## src/rtl/xbar_cfg_pkg.sv

```systemverilog
// Shared types for the crosspoint configuration slave.
package xbar_cfg_pkg;
    typedef enum logic [1:0] {ST_IDLE, ST_RX, ST_ACK} link_st_t;
    typedef enum logic [1:0] {PH_DEV, PH_PTR, PH_DATA} byte_ph_t;
endpackage

```

## src/rtl/xbar_line_sync.sv

```systemverilog
// Synchronises SCL/SDA to clk and produces single-cycle edge and
// START/STOP pulses. Assumes the bus is many clk periods per bit.
module xbar_line_sync (
    input  logic clk,
    input  logic rst_n,
    input  logic scl_i,
    input  logic sda_i,
    output logic sda_bit,
    output logic scl_rise,
    output logic scl_fall,
    output logic start_det,
    output logic stop_det
);
    logic scl_m, scl_s, scl_q;
    logic sda_m, sda_s, sda_q;

    // Two-flop synchroniser plus one delayed copy for edge detection.
    always_ff @(posedge clk) begin
        if (!rst_n) begin
            {scl_m, scl_s, scl_q} <= 3'b111;
            {sda_m, sda_s, sda_q} <= 3'b111;
        end else begin
            {scl_m, scl_s, scl_q} <= {scl_i, scl_m, scl_s};
            {sda_m, sda_s, sda_q} <= {sda_i, sda_m, sda_s};
        end
    end

    assign sda_bit   = sda_s;
    assign scl_rise  = scl_s & ~scl_q;
    assign scl_fall  = ~scl_s & scl_q;
    assign start_det = scl_s & scl_q & sda_q & ~sda_s;
    assign stop_det  = scl_s & scl_q & ~sda_q & sda_s;
endmodule

```

## src/rtl/xbar_wr_engine.sv

```systemverilog
// Byte engine of the write-only serial target: shifts bits in on SCL
// rise, decides ACK on the SCL fall ending bit 8, drives ACK for one
// bit slot, and strobes one register write per data byte. Assumes
// edge pulses from xbar_line_sync.
module xbar_wr_engine
    import xbar_cfg_pkg::*;
(
    input  logic       clk,
    input  logic       rst_n,
    input  logic [6:0] dev_addr,
    input  logic       sda_bit,
    input  logic       scl_rise,
    input  logic       scl_fall,
    input  logic       start_det,
    input  logic       stop_det,
    output logic       sda_oe,
    output logic       wr_stb,
    output logic [7:0] wr_addr,
    output logic [7:0] wr_data
);
    link_st_t   st;
    byte_ph_t   ph;
    logic [3:0] bitcnt;
    logic [7:0] shreg;
    logic [7:0] ptr;

    // Bus state machine: receive, acknowledge, write strobe.
    always_ff @(posedge clk) begin
        if (!rst_n) begin
            st      <= ST_IDLE;
            ph      <= PH_DEV;
            bitcnt  <= '0;
            shreg   <= '0;
            ptr     <= '0;
            sda_oe  <= 1'b0;
            wr_stb  <= 1'b0;
            wr_addr <= '0;
            wr_data <= '0;
        end else begin
            wr_stb <= 1'b0;
            if (start_det) begin
                st     <= ST_RX;
                ph     <= PH_DEV;
                bitcnt <= '0;
                sda_oe <= 1'b0;
            end else if (stop_det) begin
                st     <= ST_IDLE;
                sda_oe <= 1'b0;
            end else begin
                case (st)
                    ST_RX: begin
                        if (scl_rise && bitcnt != 4'd8) begin
                            shreg  <= {shreg[6:0], sda_bit};
                            bitcnt <= bitcnt + 4'd1;
                        end else if (scl_fall && bitcnt == 4'd8) begin
                            case (ph)
                                PH_DEV: begin
                                    if (shreg[7:1] == dev_addr && !shreg[0]) begin
                                        ph     <= PH_PTR;
                                        sda_oe <= 1'b1;
                                        st     <= ST_ACK;
                                    end else begin
                                        st <= ST_IDLE;
                                    end
                                end
                                PH_PTR: begin
                                    ptr    <= shreg;
                                    ph     <= PH_DATA;
                                    sda_oe <= 1'b1;
                                    st     <= ST_ACK;
                                end
                                default: begin
                                    wr_stb  <= 1'b1;
                                    wr_addr <= ptr;
                                    wr_data <= shreg;
                                    ptr     <= ptr + 8'd1;
                                    sda_oe  <= 1'b1;
                                    st      <= ST_ACK;
                                end
                            endcase
                        end
                    end
                    ST_ACK: begin
                        if (scl_fall) begin
                            sda_oe <= 1'b0;
                            bitcnt <= '0;
                            st     <= ST_RX;
                        end
                    end
                    default: ;
                endcase
            end
        end
    end

    // ACK drive begins only right after an SCL fall.
    assert_ack_on_fall_R10: assert property (@(posedge clk) disable iff (!rst_n)
        $rose(sda_oe) |-> $past(scl_fall));
    // ACK drive ends only at an SCL fall or a bus condition.
    assert_release_on_fall_R10: assert property (@(posedge clk) disable iff (!rst_n)
        $fell(sda_oe) |-> $past(scl_fall || start_det || stop_det));
    // a START leaves the engine waiting for a fresh address byte.
    assert_start_resets_phase_R9: assert property (@(posedge clk) disable iff (!rst_n)
        $past(start_det) |-> (ph == PH_DEV && bitcnt == 4'd0));
    // one write strobe per data byte.
    assert_single_strobe_R8: assert property (@(posedge clk) disable iff (!rst_n)
        wr_stb |=> !wr_stb);
endmodule

```

## src/rtl/xbar_reg_bank.sv

```systemverilog
// Configuration registers and their decode into crosspoint control
// lines. Assumes two SEL_W-bit selects fit one 8-bit routing register
// and that N_IN and N_OUT are at most 8.
module xbar_reg_bank #(
    parameter int N_IN  = 8,
    parameter int N_OUT = 6,
    parameter int SEL_W = 4
) (
    input  logic                   clk,
    input  logic                   rst_n,
    input  logic                   wr_stb,
    input  logic [7:0]             wr_addr,
    input  logic [7:0]             wr_data,
    output logic [N_OUT*SEL_W-1:0] out_sel,
    output logic [N_OUT-1:0]       out_en,
    output logic [N_IN-1:0]        in_clamp,
    output logic [N_OUT-1:0]       out_gain0db
);
    localparam int N_ROUTE    = (N_OUT + 1) / 2;
    localparam int CLAMP_ADDR = N_ROUTE;
    localparam int GAIN_ADDR  = N_ROUTE + 1;

    logic [N_ROUTE-1:0][7:0] route_q;
    logic [N_IN-1:0]         clamp_q;
    logic [N_OUT-1:0]        gain_q;

    // Register writes; pointers beyond the gain register fall through.
    always_ff @(posedge clk) begin
        if (!rst_n) begin
            route_q <= '0;
            clamp_q <= '0;
            gain_q  <= '0;
        end else if (wr_stb) begin
            for (int r = 0; r < N_ROUTE; r++) begin
                if (wr_addr == 8'(r)) route_q[r] <= wr_data;
            end
            if (wr_addr == 8'(CLAMP_ADDR)) clamp_q <= wr_data[N_IN-1:0];
            if (wr_addr == 8'(GAIN_ADDR))  gain_q  <= wr_data[N_OUT-1:0];
        end
    end

    generate
        if (N_OUT < 8) begin : g_gain_pad
            logic unused_gain_bits;
            assign unused_gain_bits = ^wr_data[7:N_OUT];
        end
        if (N_IN < 8) begin : g_clamp_pad
            logic unused_clamp_bits;
            assign unused_clamp_bits = ^wr_data[7:N_IN];
        end
    endgenerate

    // Per-output decode of the select code into input number and enable.
    for (genvar o = 0; o < N_OUT; o++) begin : g_out
        logic [SEL_W-1:0] code;
        logic             legal;
        assign code  = route_q[o/2][(o%2)*SEL_W +: SEL_W];
        assign legal = (code != '0) && (code <= SEL_W'(N_IN));
        assign out_en[o]                  = legal;
        assign out_sel[o*SEL_W +: SEL_W]  = legal ? code : '0;

        // a disabled driver never reports an input.
        assert_off_sel_zero_R4: assert property (@(posedge clk) disable iff (!rst_n)
            !out_en[o] |-> (out_sel[o*SEL_W +: SEL_W] == '0));
        // an enabled driver always names a real input.
        assert_on_sel_legal_R4: assert property (@(posedge clk) disable iff (!rst_n)
            out_en[o] |-> (out_sel[o*SEL_W +: SEL_W] != '0 &&
                           out_sel[o*SEL_W +: SEL_W] <= SEL_W'(N_IN)));
    end

    assign in_clamp    = clamp_q;
    assign out_gain0db = gain_q;

    // a write beyond the defined registers changes nothing.
    assert_undef_write_ignored_R7: assert property (@(posedge clk) disable iff (!rst_n)
        (wr_stb && wr_addr > 8'(GAIN_ADDR)) |=>
            ($stable(route_q) && $stable(clamp_q) && $stable(gain_q)));
    // leaving reset, every output is off, bias mode, 6 dB.
    assert_reset_state_R2: assert property (@(posedge clk) disable iff (!rst_n)
        $past(!rst_n) |-> (out_en == '0 && in_clamp == '0 && out_gain0db == '0));
endmodule

```

## src/rtl/xbar_cfg_slave.sv

```systemverilog
// Top of the crosspoint configuration slave: line synchroniser, byte
// engine and register bank. The straps form the top two address bits;
// the lower five come from BASE_ADDR.
module xbar_cfg_slave #(
    parameter int         N_IN      = 8,
    parameter int         N_OUT     = 6,
    parameter int         SEL_W     = 4,
    parameter logic [6:0] BASE_ADDR = 7'h03
) (
    input  logic                   clk,
    input  logic                   rst_n,
    input  logic                   scl_i,
    input  logic                   sda_i,
    input  logic                   strap_hi,
    input  logic                   strap_lo,
    output logic                   sda_oe,
    output logic [N_OUT*SEL_W-1:0] out_sel,
    output logic [N_OUT-1:0]       out_en,
    output logic [N_IN-1:0]        in_clamp,
    output logic [N_OUT-1:0]       out_gain0db
);
    logic       sda_bit, scl_rise, scl_fall, start_det, stop_det;
    logic       wr_stb;
    logic [7:0] wr_addr, wr_data;
    logic [6:0] dev_addr;

    assign dev_addr = {strap_hi, strap_lo, BASE_ADDR[4:0]};

    xbar_line_sync u_sync (
        .clk(clk), .rst_n(rst_n), .scl_i(scl_i), .sda_i(sda_i),
        .sda_bit(sda_bit), .scl_rise(scl_rise), .scl_fall(scl_fall),
        .start_det(start_det), .stop_det(stop_det)
    );

    xbar_wr_engine u_engine (
        .clk(clk), .rst_n(rst_n), .dev_addr(dev_addr), .sda_bit(sda_bit),
        .scl_rise(scl_rise), .scl_fall(scl_fall), .start_det(start_det),
        .stop_det(stop_det), .sda_oe(sda_oe), .wr_stb(wr_stb),
        .wr_addr(wr_addr), .wr_data(wr_data)
    );

    xbar_reg_bank #(.N_IN(N_IN), .N_OUT(N_OUT), .SEL_W(SEL_W)) u_regs (
        .clk(clk), .rst_n(rst_n), .wr_stb(wr_stb), .wr_addr(wr_addr),
        .wr_data(wr_data), .out_sel(out_sel), .out_en(out_en),
        .in_clamp(in_clamp), .out_gain0db(out_gain0db)
    );
endmodule

```

## config.mk

```make
export PLATFORM = sky130hd
export DESIGN_NAME = xbar_cfg_slave
export DESIGN_NICKNAME = d
export VERILOG_FILES = /design/src/rtl/xbar_cfg_pkg.sv /design/src/rtl/xbar_line_sync.sv /design/src/rtl/xbar_wr_engine.sv /design/src/rtl/xbar_reg_bank.sv /design/src/rtl/xbar_cfg_slave.sv
export SDC_FILE = /design/constraint.sdc
export NUM_CORES = 1
export LEC_CHECK = 0
export CAP_MARGIN = 5
export CORE_ASPECT_RATIO = 2
export CORE_MARGIN = 2
export CORE_UTILIZATION = 61
export CTS_BUF_LIST = sky130_fd_sc_hd__clkbuf_4
export DETAILED_ROUTE_END_ITERATION = 8
export HOLD_SLACK_MARGIN = 0.12
export PLACE_DENSITY = 0.9
export SLEW_MARGIN = 15
export SYNTH_ARGS = -nofsm -noshare
export SYNTH_HDL_FRONTEND = slang
export SYNTH_SLANG_ARGS = --single-unit
```

## constraint.sdc

```tcl
create_clock -name clk -period 4.9 [get_ports clk]
set_input_delay 0.98 -clock clk [delete_from_list [all_inputs] [get_ports clk]]
set_output_delay 0.98 -clock clk [all_outputs]
set_load 0.05 [all_outputs]
```

==> flow_summary.ini, run 1 <==
[synth]
synthXorXnorAreaFrac = 0.0203
avgSynthCellArea_sq_um = 9.35
ys.flop_type = dfxtp_1
synth_cell_type_count = 52
synth_top_family_by_area = simple AND/OR/NAND/NOR gates
yosys.area_share.adder = 0.0161
synth_compound_area_frac = 0.0761
synth_edf_count = 0
syn_inst = 415
synth_nets = 426
synth_top_area_share = 0.444
yosysWarnings = 0
ys_async_sr_fraction = 0
synth_top_cell_by_area = dfxtp_1
synth.top_cells.by_count = 86 x dfxtp_1, 62 x mux2i_1, 59 x nor2_1
ys_ff_latch = 86
yosysMostFrequentCell = dfxtp_1
yosysSeqAreaShare = 0.444
syn-cell-area_sq_mm = 0.00388
yosys.area_share.simple = 0.231
synth.area.mux_share = 0.163
synthTopCellsByArea = dfxtp_1 44%, mux2i_1 16%, nor2_1 5.7%

[global_route]
antenna_found_initial = 0
grt_max_degree = 49
grt_busiest_layer = met2
met3_usage = 0.0549
use_met1 = 0.314
use_met2 = 0.381
grt_pass1_vias = 2792
grtUsageTotal = 0.243
grt_overflow = 0
grt_pass1_wl_um = 13000

[route]
drt-vias-per-instance = 5.54
post_drt_wl_per_cell_um = 14.6
num_vias = 3010
wirelength_um = 7910
ant_nets = 0
first_pass_iters = 4
drc = 0
drtIter0Drc = 113

[cells_and_area]
fillers = 465
final_cell_count_no_fill = 543
fin_nets = 464
drive_gt1_frac = 0.0547
diodes = 0
syn_to_final_growth_pct = 16.2

[power]
switching_share = 0.215
power_frac_clock = 0.374
internal_power_uw = 930
switching_power_uw = 255
p_seq_frac = 0.595
power_frac_comb = 0.031
p_leak_uw = 0.00194
ir_drop_mv = 0.243
p_per_area_mw_per_mm2 = 263

[flow_run]
drv_cap = 0

[critical_path]
path_class = flop to output pin
end_kind = output pin
critPathMaxStageDelay_ps = 820
worst-path-max-fanout = 3
cp.arrival_ps = 2080
critPathLaunchType = flop
slowest_stage = clkdlybuf4s50_1
crit_chain = nor3_1 -> xnor2_1 -> clkdlybuf4s50_1
cp.required_ps = 3920

[floorplan]
initial_core_util = 0.625
die_area_sq_mm = 0.00706
die_y_um = 117
rows = 41
die_x_um = 60.4
coreArea_sq_mm = 0.00621
io_pins = 51

[placed_design]
gp_congestion = 0.843
dpl.hpwl_um = 5500
port_buffers = 50
dpl.cell_count = 527

[timing]
fin_crit_sh = 0.624
tightest_slew_ps = 829
slew_violations = 0
hold_viol = 0
relSlewSlack = 0.446
fin_skew_ps = 16.7
tns_ps = 0
setup_viol = 0
max_clock_freq_mhz = 327
finalCriticalPeriod_ps = 3060
rsz0062_at_grt = false

[clock_network]
ctsResizeCount = 0
htree_levels = 3
cts_buffer_depth = 2
clk_pin_slew_worst_paths_ps = 130
cts.root.buffer_cell = clkbuf_4
cts_tree = yes
cts.sinks = 86
clk_latency_ps = 430
cts_buffers = 9
cts_hold_buf = 0
postCtsSetupBuffers = 0

[status]
status = finished clean

[hold_path]
hold_path.class = flop to flop
## area by class of cell
| class | count | area (sq um) | area share |
|---|---|---|---|
| clock buffers | 11 | 82.6 | 0.0183 |
| clock inverters | 4 | 72.6 | 0.0161 |
| inverters | 9 | 33.8 | 0.00749 |
| multi-input cells | 294 | 1970 | 0.436 |
| flip-flops and latches | 86 | 1720 | 0.382 |
| well taps | 86 | 108 | 0.0239 |
| repair buffers | 53 | 527 | 0.117 |
## per-stage QoR
step           setup WS, ps  power, uW  hold WS, ps  instance area (sq um)   util
5_1_grt                1720       1220          450                   4510  0.727
2_1_floorplan          2880        746          386                   3880      -
3_3_place_gp           2080        756          392                   4340  0.700
6_report               1840       1180          421                   4510  0.727
4_1_cts                1780       1190          426                   4500  0.725
3_5_place_dp           1980        757          392                   4340  0.700
## kinds of logic after synthesis
family,count (synthesis)
AND/OR/NAND/NOR,176
adder cells (fa/ha/maj),5
buffers and inverters,35
multiplexers,63
XOR/XNOR,9
AO/OA/AOI/OAI,41
flip-flops,86
## power by group through the flow
stage / registers (uW) / clock network (uW) / logic (uW)
4_1_cts: 705 / 452 / 36.4
5_1_grt: 706 / 477 / 40.4
3_3_place_gp: 720 / 0 / 35.4
3_5_place_dp: 721 / 0 / 36.1
6_report: 705 / 443 / 36.5
2_1_floorplan: 722 / 0 / 24.4
## per-layer routing
metal | up-vias | wire [um]
met5 | - | 0
li1 | 1501 | -
met2 | 82 | 3950
met1 | 1411 | 3420
met3 | 16 | 367
met4 | 0 | 162
## layout by cell type (no fill, tap or decap), types with 3 or more instances in the layout
master and n:
ha_1 5, clkbuf_4 11, nand4_1 4, nand2_1 40, mux2i_1 62, and4b_1 3
nor3_1 8, a21oi_1 11, nor2_1 59, and3b_1 3, nand3_1 4, o21ai_0 5
and2_1 7, clkdlybuf4s50_1 50, nand2b_1 9, nor2b_1 22, dfxtp_1 86, inv_1 8
and3_1 3, xnor2_1 9
## path summary, 6_finish.rpt
check | from | endpoint | slack, ps | cells past startpoint
worst max-delay path | u_regs.g_out[4].code[0] | out_en[4] | 1840 | 3
worst min-delay path | u_sync.scl_m | u_sync.scl_s | 420 | 1
worst min register to register | u_sync.scl_m | u_sync.scl_s | 420 | 1
worst max register to register | u_sync.scl_q | u_engine.wr_data[4] | 2730 | 5
## flip-flops by register name, summed over array words and instances (netlist names), 2 cells and up
| name | count |
|---|---|
| u_engine.bitcnt | 4 |
| u_engine.ph | 2 |
| u_engine.ptr | 8 |
| u_engine.shreg | 8 |
| u_engine.st | 2 |
| u_engine.wr_addr | 8 |
| u_engine.wr_data | 8 |
| u_regs.g_out.code | 24 |
| u_regs.in_clamp | 8 |
| u_regs.out_gain0db | 6 |
## worst max-delay path, delay by kind of cell (launching register included)
family	cells	cell delay, ps
and+or+nand+nor	1	310
buffers and inverters	1	820
DFF	1	350
xor gates and xnor gates	1	170
Note: power is estimated with default switching activity, not from simulation.
==> run 2, diff against run 1 <==
--- a/config.mk
+++ b/config.mk
@@ -8,11 +8,11 @@
 export CAP_MARGIN = 5
 export CORE_ASPECT_RATIO = 2
 export CORE_MARGIN = 2
-export CORE_UTILIZATION = 61
+export CORE_UTILIZATION = 51
 export CTS_BUF_LIST = sky130_fd_sc_hd__clkbuf_4
 export DETAILED_ROUTE_END_ITERATION = 8
 export HOLD_SLACK_MARGIN = 0.12
-export PLACE_DENSITY = 0.9
+export PLACE_DENSITY = 0.81
 export SLEW_MARGIN = 15
 export SYNTH_ARGS = -nofsm -noshare
 export SYNTH_HDL_FRONTEND = slang
==> constraint.sdc (replaced) <==
create_clock -name clk -period 2.56 [get_ports clk]
set_input_delay 0.512 -clock clk [delete_from_list [all_inputs] [get_ports clk]]
set_output_delay 0.512 -clock clk [all_outputs]
set_load 0.05 [all_outputs]
==> flow_summary.ini, run 2 (same netlist as run 1, synthesis figures left out) <==
[status]
status = finished clean

[flow_run]
drv_cap = 0

[cells_and_area]
most-common-layout-cells = 86 x dfxtp_1, 62 x mux2i_1, 59 x nor2_1
fin_util = 0.604
drive_gt1_frac = 0.0547
final_common_cell = dfxtp_1
fin_nets = 464
largest_reg_flops = 24
top_register = u_regs.g_out.code
fillers = 652
diodes = 0
syn_to_final_growth_pct = 16.6

[timing]
hold_viol = 0
tns_ps = 0
rsz0062_at_grt = false
slew_violations = 0
setup_viol = 0
fin_crit_sh = 0.902
finalCriticalPeriod_ps = 2310
max_clock_freq_mhz = 433
fin_skew_ps = 16.2
tightest_slew_ps = 783
relSlewSlack = 0.477

[placed_design]
gp_congestion = 0.881
dpl.hpwl_um = 5440
port_buffers = 50

[route]
wirelength_um = 7770
drtIter0Drc = 117
num_vias = 2966
ant_nets = 0
drt-vias-per-instance = 5.38
post_drt_wl_per_cell_um = 14.1
drc = 0
first_pass_iters = 4

[clock_network]
cts_buffer_depth = 2
cts.root.buffer_cell = clkbuf_4
clk_pin_slew_worst_paths_ps = 130
cts_tree = yes
cts.sinks = 86
clk_latency_ps = 430
cts_buffers = 9
postCtsSetupBuffers = 0
htree_levels = 3

[critical_path]
crit_chain = nor2b_1 -> clkdlybuf4s50_1
r2r_slack_ps = 560
cp.required_ps = 2050
critPathLaunchType = flop
worst-path-max-fanout = 6
path_class = flop to output pin
critPathMaxStageDelay_ps = 820
slowest_stage = clkdlybuf4s50_1
end_kind = output pin
cp.arrival_ps = 1800

[global_route]
grt_overflow = 0
antenna_found_initial = 0
grt_pass1_vias = 2773
grt_max_degree = 53
grtUsageTotal = 0.198
grt_pass1_wl_um = 13000

[floorplan]
die_area_sq_mm = 0.00837
rows = 45
die_y_um = 127
initial_core_util = 0.518
die_x_um = 65.7
io_pins = 51
coreArea_sq_mm = 0.00749

[hold_path]
hold_path.class = flop to flop

[power]
ir_drop_mv = 0.487
p_per_area_mw_per_mm2 = 502
p_leak_uw = 0.00207
## run 2: changes by cell type in the layout (fill, tap and decap cells not counted), sizes merged
cell / delta
clkdlybuf4s50: -12
clkinv: +1
dlygate4sd2: +7
dlymetal6s2s: +5
clkbuf: -1
## run 2: worst max-delay path: cells and delay by family (launching register included)
family | cells | cell delay, ps
buffers and inverters | 1 | 820
DFF | 1 | 390
and+or+nand+nor | 1 | 160
## run 2: per-layer routing
layer  up-vias  share of wire  track usage
met5         -              0            0
met4         0          0.025       0.0895
met3        11          0.044       0.0440
met2        78           0.48        0.298
met1      1388           0.46        0.269
li1       1489              -            -
## run 2: path summary, 6_finish.rpt
check	from	to	cells past startpoint
worst max-delay path	u_regs.g_out[0].code[3]	out_sel[1]	2
worst min-delay path	u_sync.sda_m	u_sync.sda_bit	1
worst max register to register	u_sync.scl_q	u_engine.sda_oe	4
worst min register to register	u_sync.sda_m	u_sync.sda_bit	1
## run 2: where the power goes
part / total [uW] / internal, uW / switching, uW
logic: 70.1 / 24.1 / 46.0
clock network: 851 / 405 / 446
registers: 1350 / 1340 / 5.48
total: 2270 / 1770 / 497
## run 2: area by class of cell
class                      count  area, sq um  area share
inverter                       9         33.8     0.00746
clock buffer                  10         75.1      0.0166
timing repair buffer          53          527       0.116
sequential                    86         1720       0.380
multi-input combinational    294         1970       0.434
clock inverter                 5         85.1      0.0188
tap                           94          118      0.0260
## run 2: what timing repair did
action / CTS / global route
hold buffers: 0 / 0
pin swaps: 0 / 0
resized for setup: 7 / 5
endpoints found under the setup margin: 7 / 5
## run 2: stage by stage
stage,hold slack (ps),instances,area (sq um),total power (uW),worst slack (ps)
global route,453,551,4530,2370,135
finish,421,551,4530,2270,250
floorplan,386,415,3880,1430,889
global placement,412,536,4360,1450,471
detailed placement,395,536,4360,1450,440
CTS,424,551,4510,2300,2.14
